$ cat src/rtl/gpw_pkg.sv
`timescale 1ns/1ps
package gpw_pkg;

  // Mode bits as held in the register and per line
  typedef struct packed {
    logic fixed;
    logic mono;
  } gpw_mode_t;

  // Source of the level chosen for a channel
  typedef enum logic [1:0] {
    SRC_PALETTE = 2'd0,
    SRC_PRESET  = 2'd1,
    SRC_MONO    = 2'd2
  } gpw_src_e;

  function automatic gpw_src_e pick_src(gpw_mode_t m);
    if (m.mono)       return SRC_MONO;
    else if (m.fixed) return SRC_PRESET;
    else              return SRC_PALETTE;
  endfunction

endpackage

$ cat src/rtl/gpw_slot_counter.sv
`timescale 1ns/1ps
module gpw_slot_counter #(
  parameter int CNT_W = 5,
  parameter int NSLOT = 31
) (
  input  logic             clk,
  input  logic             rst,
  input  logic             line_start,
  input  logic             slot_tick,
  output logic [CNT_W-1:0] cnt
);

  localparam logic [CNT_W-1:0] LAST = CNT_W'(NSLOT - 1);

  always_ff @(posedge clk) begin
    if (rst) begin
      cnt <= '0;
    end else if (line_start) begin
      cnt <= '0;
    end else if (slot_tick) begin
      if (cnt == LAST) cnt <= '0;
      else             cnt <= cnt + 1'b1;
    end
  end

endmodule

$ cat src/rtl/gpw_palette_init.sv
`timescale 1ns/1ps
module gpw_palette_init #(
  parameter int CODE_W = 4,
  localparam int LVL_W = CODE_W + 1
) (
  input  logic              clk,
  input  logic              rst,
  output logic              busy,
  output logic [CODE_W-1:0] idx,
  output logic [LVL_W-1:0]  lvl
);

  localparam logic [CODE_W-1:0] LAST_IDX = '1;

  always_ff @(posedge clk) begin
    if (rst) begin
      busy <= 1'b1;
      idx  <= '0;
    end else if (busy) begin
      if (idx == LAST_IDX) busy <= 1'b0;
      idx <= idx + 1'b1;
    end
  end

  // Preset ramp value for the entry being loaded
  always_comb begin
    if (idx == '0) lvl = '0;
    else           lvl = {idx, 1'b1};
  end

endmodule

$ cat src/rtl/gpw_palette_ram.sv
`timescale 1ns/1ps
module gpw_palette_ram #(
  parameter int ADDR_W = 4,
  parameter int DATA_W = 5,
  localparam int DEPTH = 1 << ADDR_W
) (
  input  logic              clk,
  input  logic              rst,
  input  logic              we,
  input  logic [ADDR_W-1:0] waddr,
  input  logic [DATA_W-1:0] wdata,
  input  logic              re,
  input  logic [ADDR_W-1:0] raddr,
  output logic [DATA_W-1:0] rdata
);

  logic [DATA_W-1:0] mem [DEPTH];

  always_ff @(posedge clk) begin
    if (we) mem[waddr] <= wdata;
  end

  // Registered read port with a resettable output register
  always_ff @(posedge clk) begin
    if (rst)     rdata <= '0;
    else if (re) rdata <= mem[raddr];
  end

endmodule

$ cat src/rtl/gpw_level_sel.sv
`timescale 1ns/1ps
module gpw_level_sel #(
  parameter int CODE_W = 4,
  localparam int LVL_W = CODE_W + 1
) (
  input  gpw_pkg::gpw_mode_t mode,
  input  logic [CODE_W-1:0]  code,
  input  logic [LVL_W-1:0]   pal,
  output logic [LVL_W-1:0]   level
);

  import gpw_pkg::*;

  gpw_src_e src;

  always_comb begin
    src = pick_src(mode);
    unique case (src)
      SRC_MONO:   level = code[CODE_W-1] ? '1 : '0;
      SRC_PRESET: level = (code == '0) ? '0 : {code, 1'b1};
      default:    level = pal;
    endcase
  end

endmodule

$ cat src/rtl/gray_pwm_gen.sv
`timescale 1ns/1ps
module gray_pwm_gen #(
  parameter int NUM_CH = 3,
  parameter int CODE_W = 4,
  localparam int LVL_W = CODE_W + 1,
  localparam int NSLOT = (1 << LVL_W) - 1,
  localparam int CH_W  = (NUM_CH > 1) ? $clog2(NUM_CH) : 1
) (
  input  logic                     clk,
  input  logic                     rst,
  input  logic                     cfg_we,
  input  logic [CH_W-1:0]          cfg_ch,
  input  logic [CODE_W-1:0]        cfg_idx,
  input  logic [LVL_W-1:0]         cfg_level,
  input  logic                     mode_we,
  input  logic                     mode_fixed,
  input  logic                     mode_mono,
  input  logic                     line_start,
  input  logic                     slot_tick,
  input  logic [NUM_CH*CODE_W-1:0] pix_code,
  output logic [NUM_CH-1:0]        pwm_en
);

  import gpw_pkg::*;

  gpw_mode_t mode_reg;
  gpw_mode_t mode_line;

  logic [LVL_W-1:0]  slot_cnt;
  logic              init_busy;
  logic [CODE_W-1:0] init_idx;
  logic [LVL_W-1:0]  init_lvl;

  logic [CODE_W-1:0] wr_idx;
  logic [LVL_W-1:0]  wr_lvl;

  logic [NUM_CH-1:0][CODE_W-1:0] code_q;
  logic [NUM_CH-1:0][LVL_W-1:0]  rd_lvl;
  logic [NUM_CH-1:0][LVL_W-1:0]  level;
  logic [NUM_CH-1:0]             pwm_next;

  // Mode register, applied per line
  always_ff @(posedge clk) begin
    if (rst) begin
      mode_reg  <= '0;
      mode_line <= '0;
    end else begin
      if (mode_we)    mode_reg  <= '{fixed: mode_fixed, mono: mode_mono};
      if (line_start) mode_line <= mode_reg;
    end
  end

  gpw_slot_counter #(
    .CNT_W (LVL_W),
    .NSLOT (NSLOT)
  ) u_cnt (
    .clk        (clk),
    .rst        (rst),
    .line_start (line_start),
    .slot_tick  (slot_tick),
    .cnt        (slot_cnt)
  );

  gpw_palette_init #(
    .CODE_W (CODE_W)
  ) u_init (
    .clk  (clk),
    .rst  (rst),
    .busy (init_busy),
    .idx  (init_idx),
    .lvl  (init_lvl)
  );

  assign wr_idx = init_busy ? init_idx : cfg_idx;
  assign wr_lvl = init_busy ? init_lvl : cfg_level;

  for (genvar ch = 0; ch < NUM_CH; ch++) begin : g_ch
    logic we_ch;
    assign we_ch = init_busy | (cfg_we && (cfg_ch == CH_W'(ch)));

    gpw_palette_ram #(
      .ADDR_W (CODE_W),
      .DATA_W (LVL_W)
    ) u_ram (
      .clk   (clk),
      .rst   (rst),
      .we    (we_ch),
      .waddr (wr_idx),
      .wdata (wr_lvl),
      .re    (line_start),
      .raddr (pix_code[ch*CODE_W +: CODE_W]),
      .rdata (rd_lvl[ch])
    );

    gpw_level_sel #(
      .CODE_W (CODE_W)
    ) u_sel (
      .mode  (mode_line),
      .code  (code_q[ch]),
      .pal   (rd_lvl[ch]),
      .level (level[ch])
    );

    assign pwm_next[ch] = (slot_cnt < level[ch]);
  end

  // Line capture of the codes and registered enables
  always_ff @(posedge clk) begin
    if (rst) begin
      code_q <= '0;
      pwm_en <= '0;
    end else begin
      if (line_start) code_q <= pix_code;
      pwm_en <= pwm_next;
    end
  end

endmodule

$ cat config.mk
export PLATFORM = sky130hd
export DESIGN_NAME = gray_pwm_gen
export DESIGN_NICKNAME = d
export VERILOG_FILES = /design/src/rtl/gpw_pkg.sv /design/src/rtl/gpw_slot_counter.sv /design/src/rtl/gpw_palette_init.sv /design/src/rtl/gpw_palette_ram.sv /design/src/rtl/gpw_level_sel.sv /design/src/rtl/gray_pwm_gen.sv
export SDC_FILE = /design/constraint.sdc
export NUM_CORES = 1
export LEC_CHECK = 0
export BUFFER_PORTS_ARGS = -buffer_cell sky130_fd_sc_hd__buf_2
export CORE_UTILIZATION = 62
export CTS_CLUSTER_SIZE = 25
export DETAILED_ROUTE_END_ITERATION = 10
export GPL_ROUTABILITY_DRIVEN = 0
export GPL_TIMING_DRIVEN = 0
export PLACE_DENSITY = 0.79
export SETUP_SLACK_MARGIN = 0.05
export SLEW_MARGIN = 20
export SYNTH_ARGS = -nofsm -noshare
export SYNTH_HDL_FRONTEND = slang
export SYNTH_SLANG_ARGS = --single-unit
$ cat constraint.sdc
create_clock -name clk -period 4.5 [get_ports clk]
set_clock_uncertainty 0.2 [all_clocks]
set_input_delay 0.225 -clock clk [delete_from_list [all_inputs] [get_ports clk]]
set_output_delay 0.225 -clock clk [all_outputs]
set_load 0.05 [all_outputs]
# Yosys cells after proc, flatten, opt, wreduce, memory -nomap -nowiden
# Memory sizes are Yosys's and may differ from the RTL's. A register that Yosys moved wholly into a read port is not among the register bits.
# Index checks and enable logic that the tools add are counted.
# word_totals
reg_bits	29
mem_bits_rw	240
in_bits	31
out_inout_bits	3
word_cells	60
memories	3
# classes
addsub	2
order_cmp	3
eq_ne	6
mux	23
bitwise_logic	3
reduce_logical	9
# mem_list
memory	depth	word_bits	read_ports	rd_ports_with_merged_regs	wr	line_no	rtl
g_ch[0].u_ram.mem	16	5	1	1	1	gpw_palette_ram.sv:17	logic [DATA_W-1:0] mem [DEPTH];
g_ch[1].u_ram.mem	16	5	1	1	1	gpw_palette_ram.sv:17	
g_ch[2].u_ram.mem	16	5	1	1	1	gpw_palette_ram.sv:17	
# op_table
op	count
2-to-1 mux 5 bit	9
one-hot mux 5 bit (2 select lines)	3
logical NOT 4 bit	4
less-than comparator 5 bit	3
2-to-1 mux 1 bit	9
adder 5 x 1 -> 5 bit, second input constant	1
== test 5 bit, second input constant	1
adder 4 x 1 -> 4 bit, second input constant	1
== test 2 x 1 -> 1 bit, second input constant	2
== test 2 bit, second input constant	2
== test 4 bit, second input constant	1
2-to-1 mux 4 bit	1
logical AND 1 bit	3
OR 1 bit	3
logical NOT 2 bit	1
2-to-1 mux 2 bit	1
OR reduction 2 bit	1

# Depth between registers and ports, before layout
# Gate-level depths: netlist of the first run.
# logic_depth
word_depth	5
depth_mapped	9

# Cells and area by module
# A second synthesis of the first run with hierarchy kept.
# unflattened
cells_unflattened	849
area_unflattened_um2	12142.9
# by_module_without_submodules
mod	n_inst	cells_each	area_per_inst_um2	seq_area_each_um2
gpw_palette_ram	3	213	3388.2	2502.4
gray_pwm_gen	1	112	1082.3	380.4
gpw_level_sel	3	15	133.9	0.0
gpw_palette_init	1	29	261.5	100.1
gpw_slot_counter	1	24	232.7	100.1

# Worst setup path after synthesis of the first run
# OpenSTA, ideal clock, no wires.
# synth_timing
path_type	reg2reg
start	register u_init.busy
end	memory g_ch[0].u_ram.mem[0][4] (data pin)
setup_time_ns	0.578
t_arrival_ns	2.672
required_time_ns	3.722
slack_ns	1.050
path_stages_with_launch	5
period_less_slack_ns	3.450
cell_sequence	dfxtp_1 buf_6 buf_6 buf_2 o21ai_0
# synth_via
elab_chain_cells	1
# synth_rtl
element	line_no	rtl
start: declaration	gpw_palette_init.sv:8	output logic busy,
start signal: assignment	gpw_palette_init.sv:17	busy <= 1'b1;
start signal: assignment	gpw_palette_init.sv:20	if (idx == LAST_IDX) busy <= 1'b0;
2-to-1 mux 5 bit	gray_pwm_gen.sv:75	assign wr_lvl = init_busy ? init_lvl : cfg_level;
via g_ch[0].u_ram.wdata[4]	gpw_palette_ram.sv:11	input logic [DATA_W-1:0] wdata,
end: declaration	gpw_palette_ram.sv:17	
# The timed path passes the listed nets, and every way through them passes these cells.

# Final worst setup path of the first run
# layout_timing
start	register mode_line[1] (netlist name)
end	register pwm_en[0]
# layout_via
elab_chain_cells	5
elab_cells_between_ends	6
classes_between	1 x order compare; 2 x eq/ne; 3 x mux
# layout_rtl
element	line_no	rtl
start: declaration	gray_pwm_gen.sv:27	gpw_mode_t mode_line;
start signal: assignment	gray_pwm_gen.sv:49	if (line_start) mode_line <= mode_reg;
2-to-1 mux 1 bit *	gpw_pkg.sv:19	else if (m.fixed) return SRC_PRESET;
2-to-1 mux 2 bit *	gpw_pkg.sv:18	if (m.mono) return SRC_MONO;
== test 2 x 1 -> 1 bit or == test 2 bit (tied branches)	gpw_level_sel.sv:18	unique case (src)
one-hot mux 5 bit (2 select lines) *	gpw_level_sel.sv:18	
less-than comparator 5 bit *	gray_pwm_gen.sv:104	assign pwm_next[ch] = (slot_cnt < level[ch]);
end signal: assignment	gray_pwm_gen.sv:114	pwm_en <= pwm_next;
end: declaration	gray_pwm_gen.sv:21	output logic [NUM_CH-1:0] pwm_en
# Mark *: on every way between the ends. The rest lies on a longest branch, timed or not.
# A chain may end at the register's enable or synchronous reset.

==> impl_metrics.yaml, run 1 <==
power_and_ir_drop:
  peakVddDrop_v: 0.000354
  combPwrFrac_pct: 8.4
  p_leak_uw: 0.00515
  pwr-share-seq_pct: 52.1
  clkPwrFrac_pct: 39.5
  pwr_density_cell_mw_per_mm2: 420
  p_sw_uw: 1290
  p_int_uw: 4480
  swShare_pct: 22.4
  p_total_uw: 5770
grt:
  grt_max_degree: 49
  grt.total_usage_pct: 27.8
  grt_pass1_wl_mm: 41.2
  first_global_vias: 7433
  overflow: 0
  antenna_found_initial: 0
status:
  outcome: "finished, final reports clean"
routing:
  wl_met3_mm: 2.17
  vias_per_cell: 6.13
  first_pass_iters: 5
  met2_wirelength_mm: 12.6
  vias: 7419
  drc_errors: 0
  drt_iter0_markers: 621
  wl_mm: 26.9
  drt-met1-wl_mm: 11.2
  topRoutingLayerUsed: "met4"
  wire_per_inst_um: 22.2
  antenna_left: 0
critical_path:
  crit_required_ns: 4.76
  cp_max_fo: 10
  worstSetupStartpointType: "flip-flop"
  critPathArrivalTime_ns: 2.95
  endpoint_kind: "flip-flop"
  crit_type: "reg2reg"
sta:
  finalSetupViolCount: 0
  worstMarginPinSlew_ns: 1.03
  rsz0062_at_grt: "false"
  max_freq_mhz: 371
  whs_ns: 0.0936
  slew_headroom_pct: 31.5
  hold_viol_final: 0
  period_needed_ns: 2.69
  period_share_pct: 59.8
  slew_viol_final: 0
  fin_setup_tns_ns: 0
layout:
  top_register: "g_ch.u_ram.mem"
  regArea_mm2: 0.00809
  diodes: 0
  largest_reg_flops: 240
  nFillCells: 1159
  multi_input_area_mm2: 0.00364
  layout.nets: 978
  fin_area_mm2: 0.0137
  drive_gt1_share_pct: 14.4
  reg.largest.list: "g_ch.u_ram.mem x240, g_ch.u_ram.rdata x15, code_q x12"
  areaGrowthSynthToFinish_pct: 14.7
yosys:
  synth_nets: 893
  async_flop_share_pct: 0
  netlist_area_mm2: 0.0120
  syn_inst: 846
  synth-edff-count: 240
  syn_area_per_cell_um2: 14.2
  synthDistinctLibCells: 44
  yosys_warnings: 0
  seq_area_frac_synth_pct: 67.5
  ys_ff_latch: 284
  synth_ff_type: "edfxtp_1"
floorplanning:
  die_w_um: 141
  num_io_pins: 34
  die_y_um: 141
  coreArea_mm2: 0.0188
  die_area_mm2: 0.0199
  rows: 50
  initial_core_util_pct: 63.6
placed_design:
  dp_hpwl_mm: 18.2
  port_buffers: 29
  dpl-instance-area_mm2: 0.0126
clock_network:
  root_buffer: "clkbuf_16"
  cts_tree: "done"
  numCtsBuffers: 28
  clkSinkCount: 284
  cts_setup_buffers: 0
  clock_latency_ns: 0.53
  clk_path_buf_depth: 3
  htreeDepth: 1
  cts.clk_slew.worst_paths_ns: 0.06
worst_hold_path:
  hold_path_class: "in2reg"
job:
  max_cap_viol_count: 0
through the flow:
step	setup slack, ns	std cells	util [%]
floorplan	1.05	846	-
global placement	-1.31	1135	66.1
detailed placement	1.84	1140	67.0
CTS	1.82	1211	72.9
global route	1.62	1211	72.9
finish	1.81	1211	72.9
placed cells by master (no fill, tap or decap), types with 16 or more instances in the layout:
cell type / instances
a21oi_1: 18
a22oi_1: 31
buf_2: 45
clkbuf_16: 29
dfxtp_1: 44
dlygate4sd3_1: 21
edfxtp_1: 240
ha_1: 16
mux2i_1: 142
nand2_1: 70
nand3_1: 34
nand4_1: 18
nor2_1: 54
nor3_1: 33
synthesized netlist by cell type, types with 2 or more instances:
cell type	number	area share, %
nand3_1	34	1.4
mux2_2	10	0.94
a31oi_1	3	0.16
buf_2	16	0.67
o21ai_0	13	0.54
nor3_2	2	0.17
nor3_1	33	1.4
nand4_1	18	0.94
o22ai_1	2	0.10
or3b_2	2	0.15
dfxtp_1	44	7.4
clkbuf_1	11	0.34
buf_1	4	0.13
or2_1	5	0.26
ha_1	16	1.7
nor2_1	54	1.7
a32oi_2	4	0.54
nand2b_1	3	0.16
and2_1	7	0.37
nor2b_1	8	0.42
a22oi_1	31	1.9
xnor2_1	2	0.15
buf_4	10	0.63
a31oi_2	3	0.31
buf_6	4	0.38
nor3b_1	3	0.19
a211oi_1	3	0.19
edfxtp_1	240	60
mux2i_1	142	12
a211o_1	3	0.22
a21o_1	4	0.25
inv_1	10	0.31
xor2_1	4	0.29
nand2_1	70	2.2
a21oi_1	19	0.79
layer usage:
layer	vias to the layer above	GRT usage (%)
met5	-	0
met4	0	10.1
met3	65	5.06
met2	377	44.6
met1	3604	38.5
li1	3373	-
power groups by stage:
stage / Sequential [uW] / Clock, uW / Combinational, uW
floorplan: 3060 / 0 / 276
global placement: 3060 / 0 / 414
detailed placement: 3060 / 0 / 465
CTS: 3000 / 2300 / 483
global route: 3010 / 2390 / 524
finish: 3000 / 2280 / 487
final timing paths:
path	startpoint	endpoint	slack, ns	cells after the start
max reg2reg	mode_line[1]	pwm_en[0]	1.81	9
min reg2reg	g_ch[1].u_ram.rdata[3]	g_ch[1].u_ram.rdata[3]	0.26	2
min	cfg_level[1]	g_ch[1].u_ram.mem[7][1]	0.09	3
max	mode_line[1]	pwm_en[0]	1.81	9
final cells by class:
class | count | area share [%]
well taps | 260 | 2.37
repair buffers | 55 | 3.50
multi-input cells | 506 | 26.5
clock buffers | 36 | 5.70
plain buffers | 45 | 1.87
clock inverters | 14 | 0.857
inverters | 11 | 0.301
flip-flops and latches | 284 | 58.9
logic make-up after synthesis:
family	Yosys count	share of synthesized area, %
compound gates	88	5.33
buf+inv	56	2.49
fa+ha+maj	16	1.67
mux	152	12.8
xor+xnor	6	0.439
simple gates	244	9.72
flops	284	67.5
worst max-delay path: stages, from the launching register on:
cell      delay [ns]
dfxtp_1         0.30
clkbuf_1        0.31
buf_2           0.34
mux2_2          0.37
o21ai_0         0.19
ha_1            0.28
a21o_1          0.19
a21oi_1         0.12
o21ai_0         0.10
a31oi_1         0.20
what timing repair did:
item	4_1_cts	5_1_grt
hold buffers	21	0
gates resized for setup	0	0
endpoints found under the hold margin	21	0
Note: power is estimated with default switching activity, not from simulation.
==> inputs of run 2 (changes only) <==
==> constraint.sdc (replaced) <==
create_clock -name clk -period 2.8 [get_ports clk]
set_clock_uncertainty 0.2 [all_clocks]
set_input_delay 0.14 -clock clk [delete_from_list [all_inputs] [get_ports clk]]
set_output_delay 0.14 -clock clk [all_outputs]
set_load 0.05 [all_outputs]
==> run 2 against run 1 <==
Non-clock buffer count is 3 higher. Wire length grew 1.1%. Global-route usage grew 0.33 points. Sequential cell count is the same. Final cell count increased by 0.25%. Worst hold slack lost 0.040 ns. Total power rose by 57%. Core utilization is 0.066 points higher. Sequential power rose by 61%. Register-to-register slack worse by 1.5 ns. Die area is the same. Largest cell class unchanged.
==> impl_metrics.yaml, run 2 (synthesized netlist as in run 1, its figures left out) <==
power_and_ir_drop:
  peakVddDrop_v: 0.000526
  swShare_pct: 22.7
  p_leak_uw: 0.00514
  clkPwrFrac_pct: 38.1
  pwr-share-seq_pct: 53.1
  combPwrFrac_pct: 8.8
  pwr_density_cell_mw_per_mm2: 661
  p_int_uw: 7020
  p_sw_uw: 2060
layout:
  areaGrowthSynthToFinish_pct: 14.8
  layout_common_cells: "edfxtp_1 (240), mux2i_1 (142), nand2_1 (70)"
  top_register: "g_ch.u_ram.mem"
  drive_gt1_share_pct: 14.5
  largest_reg_flops: 240
  nFillCells: 1172
  multi_input_area_mm2: 0.00364
  layout.nets: 980
  reg.largest.list: "g_ch.u_ram.mem x240, g_ch.u_ram.rdata x15, code_q x12"
  stdcell_count: 1214
  mostFrequentLayoutCell: "edfxtp_1"
  fin_area_mm2: 0.0137
  diodes: 0
  regArea_mm2: 0.00809
floorplanning:
  rows: 50
  die_w_um: 141
  die_area_mm2: 0.0199
  die_y_um: 141
  coreArea_mm2: 0.0188
  initial_core_util_pct: 63.6
  num_io_pins: 34
placed_design:
  dp_hpwl_mm: 18.4
  dp.cells: 1141
  dpl-instance-area_mm2: 0.0127
  post-place-ws_ns: 0.158
  port_buffers: 29
sta:
  fin_setup_tns_ns: 0
  finalSetupViolCount: 0
  worstMarginPinSlew_ns: 1.01
  period_share_pct: 89.6
  rsz0062_at_grt: "false"
  period_needed_ns: 2.51
  setup_slack_ns: 0.290
  slew_headroom_pct: 32.8
  max_freq_mhz: 398
  slew_viol_final: 0
  whs_ns: 0.0540
  hold_viol_final: 0
critical_path:
  crit_required_ns: 3.06
  worstSetupStartpointType: "flip-flop"
  critPathArrivalTime_ns: 2.77
  crit_slowest_cell: "clkbuf_1"
  slowest_delay_ns: 0.42
  crit_type: "reg2reg"
  endpoint_kind: "flip-flop"
  ff2ff_setup_slack_ns: 0.29
  cp_max_fo: 10
  crit_path_cell_trace: "clkbuf_1 > clkbuf_1 > o21ai_0 > ha_1 > a21o_1 > a21oi_1 > o21ai_0 > a31oi_1"
  critPathTopFamily: "buffers and inverters"
  path_buf_inv: 2
grt:
  grt_pass1_wl_mm: 41.6
  antenna_found_initial: 0
  overflow: 0
  first_global_vias: 7558
  grt_max_degree: 49
  grt.total_usage_pct: 28.2
routing:
  wl_mm: 27.2
  wire_per_inst_um: 22.4
  antenna_left: 0
  first_pass_iters: 6
  vias_per_cell: 6.13
  drt_iter0_markers: 771
  vias: 7443
  drc_errors: 0
clock_network:
  root_buffer: "clkbuf_16"
  cts_setup_buffers: 0
  clkSinkCount: 284
  cts.clk_slew.worst_paths_ns: 0.06
  cts_tree: "done"
  htreeDepth: 1
  clock_latency_ns: 0.54
  numCtsBuffers: 27
  clk_path_buf_depth: 3
worst_hold_path:
  hold_path_class: "in2reg"
status:
  outcome: "finished, final reports clean"
job:
  max_cap_viol_count: 0
==> run 2: changes by cell type in the layout (fill, tap and decap cells not counted), moves of 2 or more <==
cell / change
clkinvlp_4: +2
buf_16: +2
clkbuf_16: -2
dlygate4sd3_1: +3
clkinv_1: -3
clkbuf_1: +2
==> run 2: cell type report <==
type	instances	area share [%]
clock buffers	37	5.41
flip-flops and latches	284	58.9
clock inverters	13	0.728
inverters	11	0.300
plain buffers	44	1.86
well taps	260	2.37
repair buffers	59	4.01
multi-input cells	506	26.5
==> run 2: tightest hold or removal path, cell delays in order <==
cell	delay, ns
buf_2	0.14
buf_2	0.23
mux2i_1	0.17
nor2_1	0.05
==> run 2: timing repair <==
action | in CTS | in global routing
endpoints found under the setup margin | 0 | 2
gates resized for setup | 0 | 1
hold endpoints to repair | 47 | 0
hold buffers | 24 | 0
==> run 2: routing by layer <==
layer,track usage (%),wire length (um),share of wire (%),up-vias
met2,46.7,13100,48,347
li1,-,-,-,3378
met3,4.21,2150,7.9,68
met4,10.1,782,2.9,0
met1,38.3,11100,41,3650
met5,0,0,0,-
==> run 2: worst paths after layout <==
kind                                             start                endpoint  cells after the start
worst max register to register            mode_line[0]               pwm_en[1]                      8
worst min-delay path                      pix_code[10]              code_q[10]                      4
worst max-delay path                      mode_line[0]               pwm_en[1]                      8
worst min register to register  g_ch[1].u_ram.rdata[1]  g_ch[1].u_ram.rdata[1]                      2
==> run 2: metrics by stage <==
| step | total power [uW] | utilization [%] |
|---|---|---|
| after global routing | 9340 | 73.0 |
| after CTS | 9090 | 73.0 |
| after floorplan | 5370 | - |
| after detailed placement | 5670 | 67.2 |
| final | 9080 | 73.0 |
| after global placement | 5590 | 66.1 |
==> run 2: power groups by stage <==
stage,Clock [uW],Combinational (uW),Sequential (uW)
3_5_place_dp,0,758,4920
6_report,3460,799,4830
2_1_floorplan,0,443,4920
5_1_grt,3650,854,4840
3_3_place_gp,0,668,4920
4_1_cts,3480,791,4830
==> inputs of run 3 (changes only) <==
==> constraint.sdc (replaced) <==
create_clock -name clk -period 2.83 [get_ports clk]
set_clock_uncertainty 0.2 [all_clocks]
set_input_delay 0.1415 -clock clk [delete_from_list [all_inputs] [get_ports clk]]
set_output_delay 0.1415 -clock clk [all_outputs]
set_load 0.05 [all_outputs]
==> run 3 against run 2 <==
Total power is 1.1% lower. Critical path depth grew 1. Sequential power shrank 1%. Worst setup slack got worse by 0.068 ns. First-iteration DRC count shrank 1.3%.
==> impl_metrics.yaml, run 3 (synthesized netlist as in run 1, its figures left out) <==
floorplanning:
  coreArea_mm2: 0.0188
  num_io_pins: 34
  die_area_mm2: 0.0199
  die_w_um: 141
  die_y_um: 141
  rows: 50
  initial_core_util_pct: 63.6
critical_path:
  endpoint_kind: "flip-flop"
  critical_path_depth: 9
  reg2regPathDepth: 9
  crit_slowest_cell: "mux2_2"
  cp_max_fo: 10
  crit_path_cell_trace: "clkbuf_1 > clkbuf_4 > mux2_2 > o21ai_0 > ha_1 > a21o_1 > a21oi_1 > o21ai_0 > a31oi_1"
  path_buf_inv: 2
  critPathArrivalTime_ns: 2.86
  worstReg2RegStart: "mode_line[1]"
  worstSetupStartpointType: "flip-flop"
  path_common_cell: "o21ai_0"
  r2r-end: "pwm_en[0]"
  slowest_delay_ns: 0.37
  critPathTopFamily: "compound AO/OA/AOI/OAI gates"
  crit_type: "reg2reg"
  crit_required_ns: 3.08
  ff2ff_setup_slack_ns: 0.22
clock_network:
  htreeDepth: 1
  root_buffer: "clkbuf_16"
  cts_setup_buffers: 0
  clk_path_buf_depth: 3
  numCtsBuffers: 27
  clock_latency_ns: 0.55
  cts.clk_slew.worst_paths_ns: 0.06
  clkSinkCount: 284
  cts_tree: "done"
worst_hold_path:
  hp-start: "pix_code[10]"
  hold_path_class: "in2reg"
  holdPathStages: 4
  min_to: "code_q[10]"
layout:
  mostFrequentLayoutCell: "edfxtp_1"
  diodes: 0
  top_register: "g_ch.u_ram.mem"
  nFillCells: 1170
  layout.nets: 981
  largest_reg_flops: 240
  drive_gt1_share_pct: 14.5
  stdcell_count: 1215
  regArea_mm2: 0.00809
  reg.largest.list: "g_ch.u_ram.mem x240, g_ch.u_ram.rdata x15, code_q x12"
  layout_common_cells: "edfxtp_1 (240), mux2i_1 (142), nand2_1 (70)"
  multi_input_area_mm2: 0.00364
  fin_area_mm2: 0.0137
  areaGrowthSynthToFinish_pct: 14.8
grt:
  antenna_found_initial: 0
  grt_max_degree: 49
  first_global_vias: 7558
  use_met3_pct: 4.21
  met2_usage_pct: 46.7
  grt_pass1_wl_mm: 41.6
  grt.total_usage_pct: 28.2
  overflow: 0
  grt_util_met1_pct: 38.3
  grt_busiest_layer: "met2"
sta:
  hold_viol_final: 0
  slew_headroom_pct: 35.2
  rsz0062_at_grt: "false"
  max_freq_mhz: 383
  slew_viol_final: 0
  period_needed_ns: 2.61
  fin_setup_tns_ns: 0
  finalSetupViolCount: 0
  worstMarginPinSlew_ns: 0.972
  whs_ns: 0.0570
  period_share_pct: 92.2
routing:
  vias_per_cell: 6.12
  drt_iter0_markers: 761
  vias: 7439
  first_pass_iters: 6
  drc_errors: 0
  wire_per_inst_um: 22.3
  antenna_left: 0
  wl_mm: 27.1
job:
  max_cap_viol_count: 0
power_and_ir_drop:
  peakVddDrop_v: 0.000519
  pwr_density_cell_mw_per_mm2: 654
  p_leak_uw: 0.00514
placed_design:
  dp.cells: 1141
  dp_hpwl_mm: 18.4
  dpl-instance-area_mm2: 0.0127
  port_buffers: 29
status:
  outcome: "finished, final reports clean"
-- run 3: cell types whose count changed in the layout (fill, tap and decap cells not counted) --
cell and change:
clkbuf_1 +1
-- run 3: worst max-delay path by stage --
| stage | startpoint | endpoint |
|---|---|---|
| floorplan | u_init.idx[0] | g_ch[0].u_ram.mem[0][1] |
| global placement | u_init.idx[0] | g_ch[1].u_ram.mem[12][1] |
| detailed placement | mode_line[1] | pwm_en[0] |
| CTS | mode_line[1] | pwm_en[1] |
| global route | mode_line[1] | pwm_en[1] |
| finish | mode_line[1] | pwm_en[0] |
-- run 3: worst reg2reg max path, cell delays in order, from the launching register on --
cell,delay [ns]
dfxtp_1,0.30
clkbuf_1,0.31
clkbuf_4,0.33
mux2_2,0.37
o21ai_0,0.17
ha_1,0.28
a21o_1,0.19
a21oi_1,0.12
o21ai_0,0.09
a31oi_1,0.18
-- run 3: routing by layer --
| metal | wire length [um] | up-vias |
|---|---|---|
| met5 | 0 | - |
| met3 | 2110 | 74 |
| li1 | - | 3383 |
| met1 | 11200 | 3640 |
| met2 | 13000 | 342 |
| met4 | 836 | 0 |
-- run 3: layout make-up --
type	instances	area share, %
Tap cell	260	2.37
Multi-Input combinational cell	506	26.5
Buffer	45	1.88
Inverter	11	0.300
Timing Repair Buffer	59	4.01
Sequential cell	284	58.8
Clock buffer	37	5.41
Clock inverter	13	0.728
-- run 3: timing repair --
action,in CTS,in global routing
hold buffers,24,0
hold endpoints to repair,45,0
setup endpoints to repair,0,1
resized for setup,0,1
-- run 3: where the power goes --
group	internal [uW]	total (uW)	switching [uW]
clock network	1930	3420	1480
logic	293	791	498
registers	4720	4780	55.7
total	6950	8980	2040
-- run 3: stage by stage --
stage / utilization (%) / total power, uW / worst slack (ns)
6_report: 73.0 / 8980 / 0.222
4_1_cts: 73.0 / 9000 / 0.170
3_3_place_gp: 66.1 / 5530 / -2.03
5_1_grt: 73.0 / 9240 / 0.0737
3_5_place_dp: 67.2 / 5610 / 0.188
2_1_floorplan: - / 5310 / -0.0266
